===== src/rtl/usb_rh_pkg.sv =====
package usb_rh_pkg;

    typedef enum logic [1:0] {
        ST_DETACHED = 2'd0,
        ST_ATTACHED = 2'd1,
        ST_ACTIVE   = 2'd2
    } link_state_e;

    localparam logic [7:0] A_PSW_MODE  = 8'h49;
    localparam logic [7:0] A_ATTACH    = 8'h4C;
    localparam logic [7:0] A_PWR_MASK  = 8'h4E;
    localparam logic [7:0] A_GLB_CLR   = 8'h50;
    localparam logic [7:0] A_GLB_SET   = 8'h52;
    localparam logic [7:0] A_PORT_BASE = 8'h54;
    localparam int         PORT_STRIDE = 4;
    localparam int         OFS_POWER   = 1;
    localparam int         OFS_CHANGE  = 2;

    localparam logic [7:0] PSW_KEEP    = 8'h1B;
    localparam logic [1:0] PSW_GANGED  = 2'b00;
    localparam logic [1:0] PSW_PERPORT = 2'b01;
    localparam logic [4:0] PWR_OFF_CLR = 5'h17;

endpackage


===== src/rtl/rh_port.sv =====
module rh_port
    import usb_rh_pkg::*;
(
    input  logic       clk,
    input  logic       rst_n,
    input  logic       cmd_we,
    input  logic [4:0] cmd_data,
    input  logic       chg_we,
    input  logic [4:0] chg_data,
    input  logic       attach_req,
    input  logic       pwr_on,
    input  logic       pwr_off,
    output logic       connected,
    output logic       enabled,
    output logic       suspended,
    output logic       powered,
    output logic [7:0] status_byte,
    output logic [7:0] change_byte,
    output logic [7:0] power_byte
);

    link_state_e st_q, st_d;
    logic        susp_q, susp_d;
    logic        pwr_q, pwr_d;
    logic [4:0]  chg_q, chg_d;
    logic        conn_now;

    assign conn_now = (st_q != ST_DETACHED);

    always_comb begin
        st_d   = st_q;
        susp_d = susp_q;
        pwr_d  = pwr_q;
        chg_d  = chg_q;
        if (pwr_off) begin
            pwr_d  = 1'b0;
            st_d   = ST_DETACHED;
            susp_d = 1'b0;
            chg_d  = chg_q & ~PWR_OFF_CLR;
        end else if (pwr_on) begin
            pwr_d = 1'b1;
        end
        if (attach_req) begin
            if (!conn_now) begin
                chg_d[0] = 1'b1;
                st_d     = ST_ATTACHED;
            end
        end
        if (chg_we) begin
            chg_d = chg_q & ~chg_data;
        end
        if (cmd_we) begin
            if (cmd_data[4]) begin
                if (conn_now) chg_d[4] = 1'b1;
                else          chg_d[0] = 1'b1;
            end
            if (cmd_data[3]) susp_d = 1'b0;
            if (cmd_data[2]) susp_d = 1'b1;
            unique case (st_q)
                ST_DETACHED: begin
                    if (cmd_data[1] || cmd_data[0]) chg_d[0] = 1'b1;
                end
                ST_ATTACHED: begin
                    if (cmd_data[1] && !cmd_data[0]) st_d = ST_ACTIVE;
                end
                ST_ACTIVE: begin
                    if (cmd_data[0]) st_d = ST_ATTACHED;
                end
                default: st_d = ST_DETACHED;
            endcase
            if (susp_q && !susp_d) chg_d[2] = 1'b1;
        end
    end

    always_ff @(posedge clk) begin
        if (!rst_n) begin
            st_q   <= ST_DETACHED;
            susp_q <= 1'b0;
            pwr_q  <= 1'b0;
            chg_q  <= '0;
        end else begin
            st_q   <= st_d;
            susp_q <= susp_d;
            pwr_q  <= pwr_d;
            chg_q  <= chg_d;
        end
    end

    always_comb begin
        connected   = (st_q != ST_DETACHED);
        enabled     = (st_q == ST_ACTIVE);
        suspended   = susp_q;
        powered     = pwr_q;
        status_byte = {5'b0, susp_q, (st_q == ST_ACTIVE), (st_q != ST_DETACHED)};
        change_byte = {3'b0, chg_q};
        power_byte  = {7'b0, pwr_q};
    end

    // disable on a connected port always leaves it not enabled
    p_disable_wins_r3: assert property (@(posedge clk) disable iff (!rst_n)
        (cmd_we && connected && cmd_data[0]) |=> !enabled);

    // commands to a detached port raise connect change only
    p_unconn_cmd_r4: assert property (@(posedge clk) disable iff (!rst_n)
        (cmd_we && !connected && (cmd_data[0] || cmd_data[1] || cmd_data[4]))
        |=> (change_byte[0] && !connected && !enabled));

    // reset on a connected port completes at once
    p_reset_done_r5: assert property (@(posedge clk) disable iff (!rst_n)
        (cmd_we && connected && cmd_data[4]) |=> (change_byte[4] && !status_byte[4]));

    // leaving suspend is reported
    p_resume_chg_r6: assert property (@(posedge clk) disable iff (!rst_n)
        (cmd_we && suspended && cmd_data[3] && !cmd_data[2])
        |=> (change_byte[2] && !suspended));

    // written ones clear change bits
    p_w1c_r7: assert property (@(posedge clk) disable iff (!rst_n)
        chg_we |=> ((change_byte[4:0] & $past(chg_data)) == 5'b0));

    // power removal detaches and clears the port
    p_pwr_off_r9: assert property (@(posedge clk) disable iff (!rst_n)
        pwr_off |=> (!powered && !connected && !suspended
                     && ((change_byte[4:0] & PWR_OFF_CLR) == 5'b0)));

    // enabled never appears without a connection
    p_enable_conn_r12: assert property (@(posedge clk) disable iff (!rst_n)
        enabled |-> connected);

endmodule


===== src/rtl/rh_power_ctl.sv =====
module rh_power_ctl
    import usb_rh_pkg::*;
#(
    parameter int NUM_PORTS = 2
) (
    input  logic                 clk,
    input  logic                 rst_n,
    input  logic                 wr_en,
    input  logic [7:0]           wr_addr,
    input  logic [7:0]           wr_data,
    output logic [7:0]           mode_byte,
    output logic [7:0]           attach_byte,
    output logic [7:0]           mask_byte,
    output logic [NUM_PORTS-1:0] attach_req,
    output logic [NUM_PORTS-1:0] pwr_on,
    output logic [NUM_PORTS-1:0] pwr_off
);

    localparam logic [7:0] PORT_FIELD = 8'(((1 << NUM_PORTS) - 1) << 1);

    logic [7:0] mode_q, attach_q, mask_q;
    logic       wr_mode, wr_attach, wr_mask, glb_set, glb_clr;

    assign wr_mode   = wr_en && (wr_addr == A_PSW_MODE);
    assign wr_attach = wr_en && (wr_addr == A_ATTACH);
    assign wr_mask   = wr_en && (wr_addr == A_PWR_MASK);
    assign glb_clr   = wr_en && (wr_addr == A_GLB_CLR) && wr_data[0];
    assign glb_set   = wr_en && (wr_addr == A_GLB_SET) && wr_data[0];

    always_ff @(posedge clk) begin
        if (!rst_n) begin
            mode_q   <= '0;
            attach_q <= '0;
            mask_q   <= '0;
        end else begin
            if (wr_mode)   mode_q   <= wr_data & PSW_KEEP;
            if (wr_attach) attach_q <= wr_data & PORT_FIELD;
            if (wr_mask)   mask_q   <= wr_data & PORT_FIELD;
        end
    end

    for (genvar i = 0; i < NUM_PORTS; i++) begin : g_sel
        logic sel;
        always_comb begin
            unique case (mode_q[1:0])
                PSW_GANGED:  sel = 1'b1;
                PSW_PERPORT: sel = !mask_q[i+1];
                default:     sel = 1'b0;
            endcase
        end
        assign attach_req[i] = wr_attach && !wr_data[i+1];
        assign pwr_on[i]     = (wr_mode && wr_data[1]) || (glb_set && sel);
        assign pwr_off[i]    = glb_clr && sel;
    end

    assign mode_byte   = mode_q;
    assign attach_byte = attach_q;
    assign mask_byte   = mask_q;

    // modes 2 and 3 never switch power globally
    p_no_glb_hi_r11: assert property (@(posedge clk) disable iff (!rst_n)
        (mode_q[1] && (glb_set || glb_clr) && !wr_mode)
        |-> ((pwr_on == '0) && (pwr_off == '0)));

    // a masked port in mode 1 ignores the global clear
    p_masked_hold_r10: assert property (@(posedge clk) disable iff (!rst_n)
        (mode_q[1:0] == PSW_PERPORT && glb_clr && mask_q[1]) |-> !pwr_off[0]);

endmodule


===== src/rtl/usb_root_hub_ports.sv =====
module usb_root_hub_ports
    import usb_rh_pkg::*;
#(
    parameter int NUM_PORTS = 2
) (
    input  logic                 clk,
    input  logic                 rst_n,
    input  logic                 wr_en,
    input  logic [7:0]           wr_addr,
    input  logic [7:0]           wr_data,
    input  logic [7:0]           rd_addr,
    output logic [7:0]           rd_data,
    output logic [NUM_PORTS-1:0] port_connected,
    output logic [NUM_PORTS-1:0] port_enabled,
    output logic [NUM_PORTS-1:0] port_suspended,
    output logic [NUM_PORTS-1:0] port_powered
);

    logic [7:0]           mode_byte, attach_byte, mask_byte;
    logic [NUM_PORTS-1:0] attach_req, pwr_on, pwr_off;
    logic [7:0]           st_b  [NUM_PORTS];
    logic [7:0]           chg_b [NUM_PORTS];
    logic [7:0]           pwr_b [NUM_PORTS];

    rh_power_ctl #(.NUM_PORTS(NUM_PORTS)) u_pwr (
        .clk         (clk),
        .rst_n       (rst_n),
        .wr_en       (wr_en),
        .wr_addr     (wr_addr),
        .wr_data     (wr_data),
        .mode_byte   (mode_byte),
        .attach_byte (attach_byte),
        .mask_byte   (mask_byte),
        .attach_req  (attach_req),
        .pwr_on      (pwr_on),
        .pwr_off     (pwr_off)
    );

    for (genvar i = 0; i < NUM_PORTS; i++) begin : g_port
        localparam logic [7:0] A_ST  = 8'(A_PORT_BASE + PORT_STRIDE * i);
        localparam logic [7:0] A_CHG = 8'(A_ST + OFS_CHANGE);
        rh_port u_port (
            .clk         (clk),
            .rst_n       (rst_n),
            .cmd_we      (wr_en && (wr_addr == A_ST)),
            .cmd_data    (wr_data[4:0]),
            .chg_we      (wr_en && (wr_addr == A_CHG)),
            .chg_data    (wr_data[4:0]),
            .attach_req  (attach_req[i]),
            .pwr_on      (pwr_on[i]),
            .pwr_off     (pwr_off[i]),
            .connected   (port_connected[i]),
            .enabled     (port_enabled[i]),
            .suspended   (port_suspended[i]),
            .powered     (port_powered[i]),
            .status_byte (st_b[i]),
            .change_byte (chg_b[i]),
            .power_byte  (pwr_b[i])
        );
    end

    always_comb begin
        rd_data = 8'h00;
        if (rd_addr == A_PSW_MODE) rd_data = mode_byte;
        if (rd_addr == A_ATTACH)   rd_data = attach_byte;
        if (rd_addr == A_PWR_MASK) rd_data = mask_byte;
        for (int i = 0; i < NUM_PORTS; i++) begin
            if (rd_addr == 8'(A_PORT_BASE + PORT_STRIDE * i))
                rd_data = st_b[i];
            if (rd_addr == 8'(A_PORT_BASE + PORT_STRIDE * i + OFS_POWER))
                rd_data = pwr_b[i];
            if (rd_addr == 8'(A_PORT_BASE + PORT_STRIDE * i + OFS_CHANGE))
                rd_data = chg_b[i];
        end
    end

    // a mode write with bit 1 powers every port
    p_mode_power_r8: assert property (@(posedge clk) disable iff (!rst_n)
        (wr_en && wr_addr == A_PSW_MODE && wr_data[1]) |=> (port_powered == '1));

    // attach through a zero bit connects the port
    p_attach_r2: assert property (@(posedge clk) disable iff (!rst_n)
        (wr_en && wr_addr == A_ATTACH && !wr_data[1]) |=> port_connected[0]);

endmodule


===== config.mk =====
export PLATFORM = sky130hd
export DESIGN_NAME = usb_root_hub_ports
export DESIGN_NICKNAME = d
export VERILOG_FILES = /design/src/rtl/usb_rh_pkg.sv /design/src/rtl/rh_port.sv /design/src/rtl/rh_power_ctl.sv /design/src/rtl/usb_root_hub_ports.sv
export SDC_FILE = /design/constraint.sdc
export NUM_CORES = 1
export LEC_CHECK = 0
export BUFFER_PORTS_ARGS = -buffer_cell sky130_fd_sc_hd__buf_2
export CORE_MARGIN = 10
export CORE_UTILIZATION = 45
export DETAILED_ROUTE_END_ITERATION = 10
export GPL_ROUTABILITY_DRIVEN = 0
export PLACE_DENSITY = 0.71
export SLEW_MARGIN = 15
export SYNTH_ARGS = -nofsm -noshare
export SYNTH_HDL_FRONTEND = slang
export SYNTH_SLANG_ARGS = --single-unit

===== constraint.sdc =====
create_clock -name clk -period 1.4 [get_ports clk]
set_input_delay 0.07 -clock clk [delete_from_list [all_inputs] [get_ports clk]]
set_output_delay 0.07 -clock clk [all_outputs]
set_load 0.01 [all_outputs]

==> impl_metrics.env, run 1 <==
export IMPL_status="finished with violations"
export IMPL_violations="negative setup slack"
export IMPL_layout_cells_non_filler=320
export IMPL_p_per_area_nw_per_um2=651.7
export IMPL_finalWirelength_um=5059
export IMPL_ios=43
export IMPL_synth_flop_cell="dfxtp_1"
export IMPL_dp_cells=314
export IMPL_core_um2=3971
export IMPL_synth_cells=228
export IMPL_yosys_area_top_type="dfxtp_1"
export IMPL_ys_async_sr_fraction_pct=0
export IMPL_clk_path_buf_depth=2
export IMPL_hpwlAfterDp_um=3984
export IMPL_yosysMostFrequentCell="nand2_1"
export IMPL_synth_top_area_share_pct=28.55
export IMPL_critPathArrivalTime_ps=1460
export IMPL_holdCritPathClass="primary input to flop"
export IMPL_yosys_top_cells_count="nand2_1, dfxtp_1, nor2b_1, o21ai_0"
export IMPL_final_nets=298
export IMPL_grt_pass1_vias=1806
export IMPL_grt_total_usage_pct=14.01
export IMPL_finClkSkew_ps=5.035
export IMPL_drive_gt1_share_pct=35.56
export IMPL_synth_seq_cells=26
export IMPL_clk_pin_slew_worst_paths_ps=90
export IMPL_start_util_pct=45.90
export IMPL_synth_cell_types=55
export IMPL_dieArea_um2=6997
export IMPL_busiest_layer="met2"
export IMPL_cp_buffers_inverters=2
export IMPL_cts_made_buffers=3
export IMPL_grt_util_met3_pct=3.223
export IMPL_critical_path_slowest_cell="dfxtp_2"
export IMPL_insertion_delay_ps=280
export IMPL_met1_usage_pct=17.70
export IMPL_drt_iter0_drc=151
export IMPL_wl_per_cell_um=15.81
export IMPL_vias_per_cell=5.591
export IMPL_worstPathMaxFanout=3
export IMPL_via_count=1789
export IMPL_yosys_warnings=0
export IMPL_grt_pass1_wl_um=8445
export IMPL_rsz0062_at_grt="true"
export IMPL_end_kind="primary output"
export IMPL_yosys_top_cells_area="dfxtp_1, nand2_1, buf_4"
export IMPL_ys_seq_area_share_pct=28.55
export IMPL_cts_hold_buf=0
export IMPL_area_growth_pct=21.69
export IMPL_path_class="flop to primary output"
export IMPL_cts_tree="done"
export IMPL_finalWorstSetupSlack_ps=-130.7
export IMPL_antenna_found_initial=0
export IMPL_fp_dieW_um=83.65
export IMPL_dr_pass1_iters=4
export IMPL_path_cells="nor2_4 -> inv_2 -> nor2_2 -> o22ai_1 -> a22o_1 -> a22o_1 -> buf_2"
export IMPL_grt_util_met2_pct=22.30
export IMPL_port_buffers=36
export IMPL_overflow=0
export IMPL_final_max_slew_viol_count=0
export IMPL_hold_violations=0
export IMPL_diodes=0
export IMPL_finalCritPeriodShare_pct=109.3
export IMPL_cts_sinks=26
export IMPL_die_h_um=83.65
export IMPL_period_needed_ps=1531
export IMPL_grt_max_degree=16
export IMPL_drc=0
export IMPL_fin_tns_setup_ps=-257.6
export IMPL_syn_mean_instance_area_um2=7.996
export IMPL_cellLeakagePower_uw=0.0009228
export IMPL_synth_edf_count=0
export IMPL_cts_root_buf="clkbuf_8"
export IMPL_htreeDepth=1
export IMPL_rows=23
export IMPL_fmax_ghz=0.6533
export IMPL_worstPathRequired_ps=1330
export IMPL_fill_cells=383
export IMPL_irDropWorstVdd_uv=402.8
export IMPL_cp_top_family="compound AO/OA/AOI/OAI gates"
export IMPL_start_kind="flop"
export IMPL_max_cap_violations=0
export IMPL_ant_nets=0
export IMPL_max_stage_delay_ps=360
export IMPL_cp_common_cell="a22o_1"
export IMPL_finalSetupViolations=2
export IMPL_syn_area_um2=1823
[what timing repair did]
item,in CTS,in global routing
setup buffers,2,0
gates cloned,0,0
pin swaps,6,4
gates resized for setup,7,17
endpoints found under the setup margin,9,12
[placed cells by master (no fill, tap or decap), types with 4 or more instances in the layout]
cell type	instances
nor2b_1	12
nand2b_1	4
dfxtp_2	4
a21oi_1	11
buf_2	36
o21ai_0	11
nand2_1	37
o22ai_1	4
a32oi_1	5
nand3_1	11
nor2_1	9
buf_4	20
inv_1	6
mux2i_1	6
dfxtp_1	20
and3_1	4
clkbuf_8	4
[final timing paths]
kind,startpoint,to,slack (ps),cells after the start
max,g_port[0].u_port.st_q[0],rd_data[0],-130,7
min,wr_data[3],g_port[0].u_port.chg_q[3],70,2
max reg2reg,u_pwr.mode_byte[1],g_port[0].u_port.chg_q[0],50,5
min reg2reg,g_port[1].u_port.chg_q[3],g_port[1].u_port.chg_q[3],440,2
[through the flow]
step | cell area [um^2] | hold slack, ps | util (%) | total power (uW) | worst slack [ps]
CTS | 2166 | 58.90 | 54.54 | 1444 | -166.2
global placement | 2086 | 347.5 | 52.52 | 953.7 | -0.1327
finish | 2218 | 66.44 | 55.86 | 1446 | -130.7
detailed placement | 2086 | 352.6 | 52.52 | 955.1 | -23.39
global route | 2218 | 76.39 | 55.86 | 1501 | -234.3
floorplan | 1831 | 157.0 | - | 875.1 | 11.04
[layer usage]
layer | wire (um) | vias up
li1 | - | 889
met1 | 2285 | 822
met2 | 2218 | 72
met3 | 482 | 6
met4 | 74 | 0
met5 | 0 | -
[logic make-up (layout without fill, tap and decap cells)]
group	count (synthesis)	in the layout	synth area share (%)
other	1	3	0.2057
DFF	26	26	28.55
AOI/OAI and AO/OA	57	57	22.17
buffers and inverters	27	67	8.168
and+or+nand+nor	110	110	36.99
muxes	7	7	3.912
[flip-flops by register name (all words and copies together), names as in the netlist]
signal                   cells
g_port.u_port.powered        2
u_pwr.attach_byte            2
g_port.u_port.chg_q         10
u_pwr.mode_byte              4
g_port.u_port.st_q           4
u_pwr.mask_byte              2
g_port.u_port.suspended      2
[cell type report]
cell class,count,area [um^2],area share [%]
multi-input cells,177,1211,54.60
flip-flops and latches,26,533.0,24.03
repair buffers,56,330.3,14.89
well taps,50,62.56,2.820
clock buffers,4,55.05,2.482
inverters,7,26.28,1.184
[report_power, final]
part | switching (uW) | leakage [uW] | internal [uW]
clock | 245 | 0.0000288 | 252
sequential | 1.77 | 0.000213 | 737
combinational | 122 | 0.000681 | 88.4
total | 369 | 0.000923 | 1080
Note: power is estimated with default switching activity, not from simulation.
==> run 2, diff against run 1 <==
- PLACE_DENSITY: 0.71 -> 0.69
- clock period: 1.4 -> 1.7 ns (I/O delays scaled with it)
==> run 2 against run 1 <==
The run now ends clean. Core utilization shrank 3.6 points. Clock skew shrank 3.4 ps. Sequential power shrank 17%. Cell count shrank 4.7%. Critical path depth shrank 2. Non-clock buffer count shrank 15. Setup slack gained 220 ps. Via count shrank 3.5%. Largest power group unchanged.
==> impl_metrics.env, run 2 (synthesized netlist as in run 1, its figures left out) <==
export IMPL_status="finished clean"
export IMPL_power_total_uw=1174
export IMPL_final_max_slew_viol_count=0
export IMPL_drive_gt1_share_pct=29.41
export IMPL_rsz0062_at_grt="true"
export IMPL_diodes=0
export IMPL_die_h_um=83.65
export IMPL_met1_usage_pct=17.53
export IMPL_max_cap_violations=0
export IMPL_cp_depth=5
export IMPL_holdCritPathClass="primary input to flop"
export IMPL_r2r_slack_ps=130
export IMPL_p_per_area_nw_per_um2=565.5
export IMPL_end_kind="primary output"
export IMPL_wl_per_cell_um=16.08
export IMPL_cts_hold_buf=0
export IMPL_grt_total_usage_pct=13.85
export IMPL_ios=43
export IMPL_grt_util_met3_pct=3.809
export IMPL_finClkSkew_ps=1.667
export IMPL_irDropWorstVdd_uv=223.3
export IMPL_busiest_layer="met2"
export IMPL_clk_path_buf_depth=2
export IMPL_grt_pass1_vias=1765
export IMPL_ant_nets=0
export IMPL_reg2reg_depth=5
export IMPL_grt_max_degree=24
export IMPL_grt_util_met2_pct=21.81
export IMPL_worstPathRequired_ps=1620
export IMPL_path_class="flop to primary output"
export IMPL_overflow=0
export IMPL_period_needed_ps=1610
export IMPL_clk_pin_slew_worst_paths_ps=90
export IMPL_drc=0
export IMPL_core_um2=3971
export IMPL_finalSetupViolations=0
export IMPL_critPathArrivalTime_ps=1530
export IMPL_fmax_ghz=0.6209
export IMPL_vias_per_cell=5.662
export IMPL_largest_reg_flops=10
export IMPL_critical_path_slowest_cell="dfxtp_1"
export IMPL_insertion_delay_ps=270
export IMPL_dr_pass1_iters=4
export IMPL_r2r_end="g_port[0].u_port.chg_q[0]"
export IMPL_crit_end="rd_data[0]"
export IMPL_grt_pass1_wl_um=8362
export IMPL_cts_made_buffers=3
export IMPL_fin_tns_setup_ps=0
export IMPL_layout_cells_most_common="nand2_1"
export IMPL_cts_root_buf="clkbuf_8"
export IMPL_startpoint="g_port[1].u_port.st_q[0]"
export IMPL_dieArea_um2=6997
export IMPL_drt_iter0_drc=131
export IMPL_start_kind="flop"
export IMPL_port_buffers=36
export IMPL_cellLeakagePower_uw=0.0008428
export IMPL_final_nets=283
export IMPL_finalCritPeriodShare_pct=94.73
export IMPL_cp_buffers_inverters=1
export IMPL_area_growth_pct=13.86
export IMPL_start_util_pct=45.90
export IMPL_fp_dieW_um=83.65
export IMPL_dpl_cell_area_um2=1981
export IMPL_cts_sinks=26
export IMPL_htreeDepth=1
export IMPL_max_stage_delay_ps=370
export IMPL_hold_violations=0
export IMPL_cts_tree="done"
export IMPL_rows=23
export IMPL_via_count=1727
export IMPL_stdcell_area_um2=2076
export IMPL_cp_top_family="flip-flops"
export IMPL_finalWirelength_um=4904
export IMPL_worstPathMaxFanout=6
export IMPL_final_cell_mix="nand2_1, buf_2, dfxtp_1, o21ai_0"
export IMPL_r2r_start="u_pwr.mode_byte[1]"
export IMPL_antenna_found_initial=0
export IMPL_path_cells="or2_4 -> mux2i_1 -> o21ai_0 -> a22o_1 -> buf_2"
export IMPL_regMostFlops="g_port.u_port.chg_q"
export IMPL_hpwlAfterDp_um=3862
[run 2: worst min-delay path by stage]
stage                     from                         to  depth (start not counted)
floorplan           wr_data[3]  g_port[0].u_port.chg_q[3]                          1
detailed placement  wr_data[3]  g_port[0].u_port.chg_q[3]                          2
global placement    wr_data[3]  g_port[0].u_port.chg_q[3]                          2
finish              wr_data[3]  g_port[1].u_port.chg_q[3]                          2
CTS                 wr_data[3]  g_port[0].u_port.chg_q[3]                          2
global route        wr_data[3]  g_port[1].u_port.chg_q[3]                          2
[run 2: layout make-up]
class                      count  area [um^2]
clock buffer                   4        55.05
timing repair buffer          41        217.7
inverter                       7        26.28
fill                         402         1896
sequential                    26        526.8
tap                           50        62.56
multi-input combinational    177         1187
[run 2: metal layers]
metal	vias up	part of all wire [%]
met5	-	0
met4	0	1.6
met3	9	7.6
met2	55	44
met1	806	47
li1	857	-
[run 2: worst register-to-register path, stage by stage (launching register included)]
cell,delay (ps)
dfxtp_1,380
nor4b_4,340
and3_2,280
a21boi_2,120
a21boi_0,160
a32o_1,200
[run 2: power by group]
part,internal (uW),leakage (uW),total (uW),switching [uW]
combinational,61.8,0.000603,158,95.8
clock,207,0.0000288,406,199
sequential,608,0.000211,610,1.85
total,877,0.000843,1170,297
[run 2: timing repair]
item | in CTS | in global routing
buffers inserted | 0 | 1
cloned | 0 | 0
resized for setup | 2 | 10
pin swaps | 0 | 0
endpoints found under the setup margin | 1 | 3
[run 2: metrics by stage]
| step | std cells | util, % | hold WS, ps | setup WS [ps] |
|---|---|---|---|---|
| 2_1_floorplan | 230 | - | 172.0 | 311.0 |
| 3_3_place_gp | 300 | 49.87 | 376.6 | 181.5 |
| 3_5_place_dp | 300 | 49.87 | 377.8 | 108.0 |
| 4_1_cts | 304 | 51.39 | 84.23 | 17.66 |
| 5_1_grt | 305 | 52.27 | 100.3 | -35.56 |
| 6_report | 305 | 52.27 | 98.55 | 89.56 |
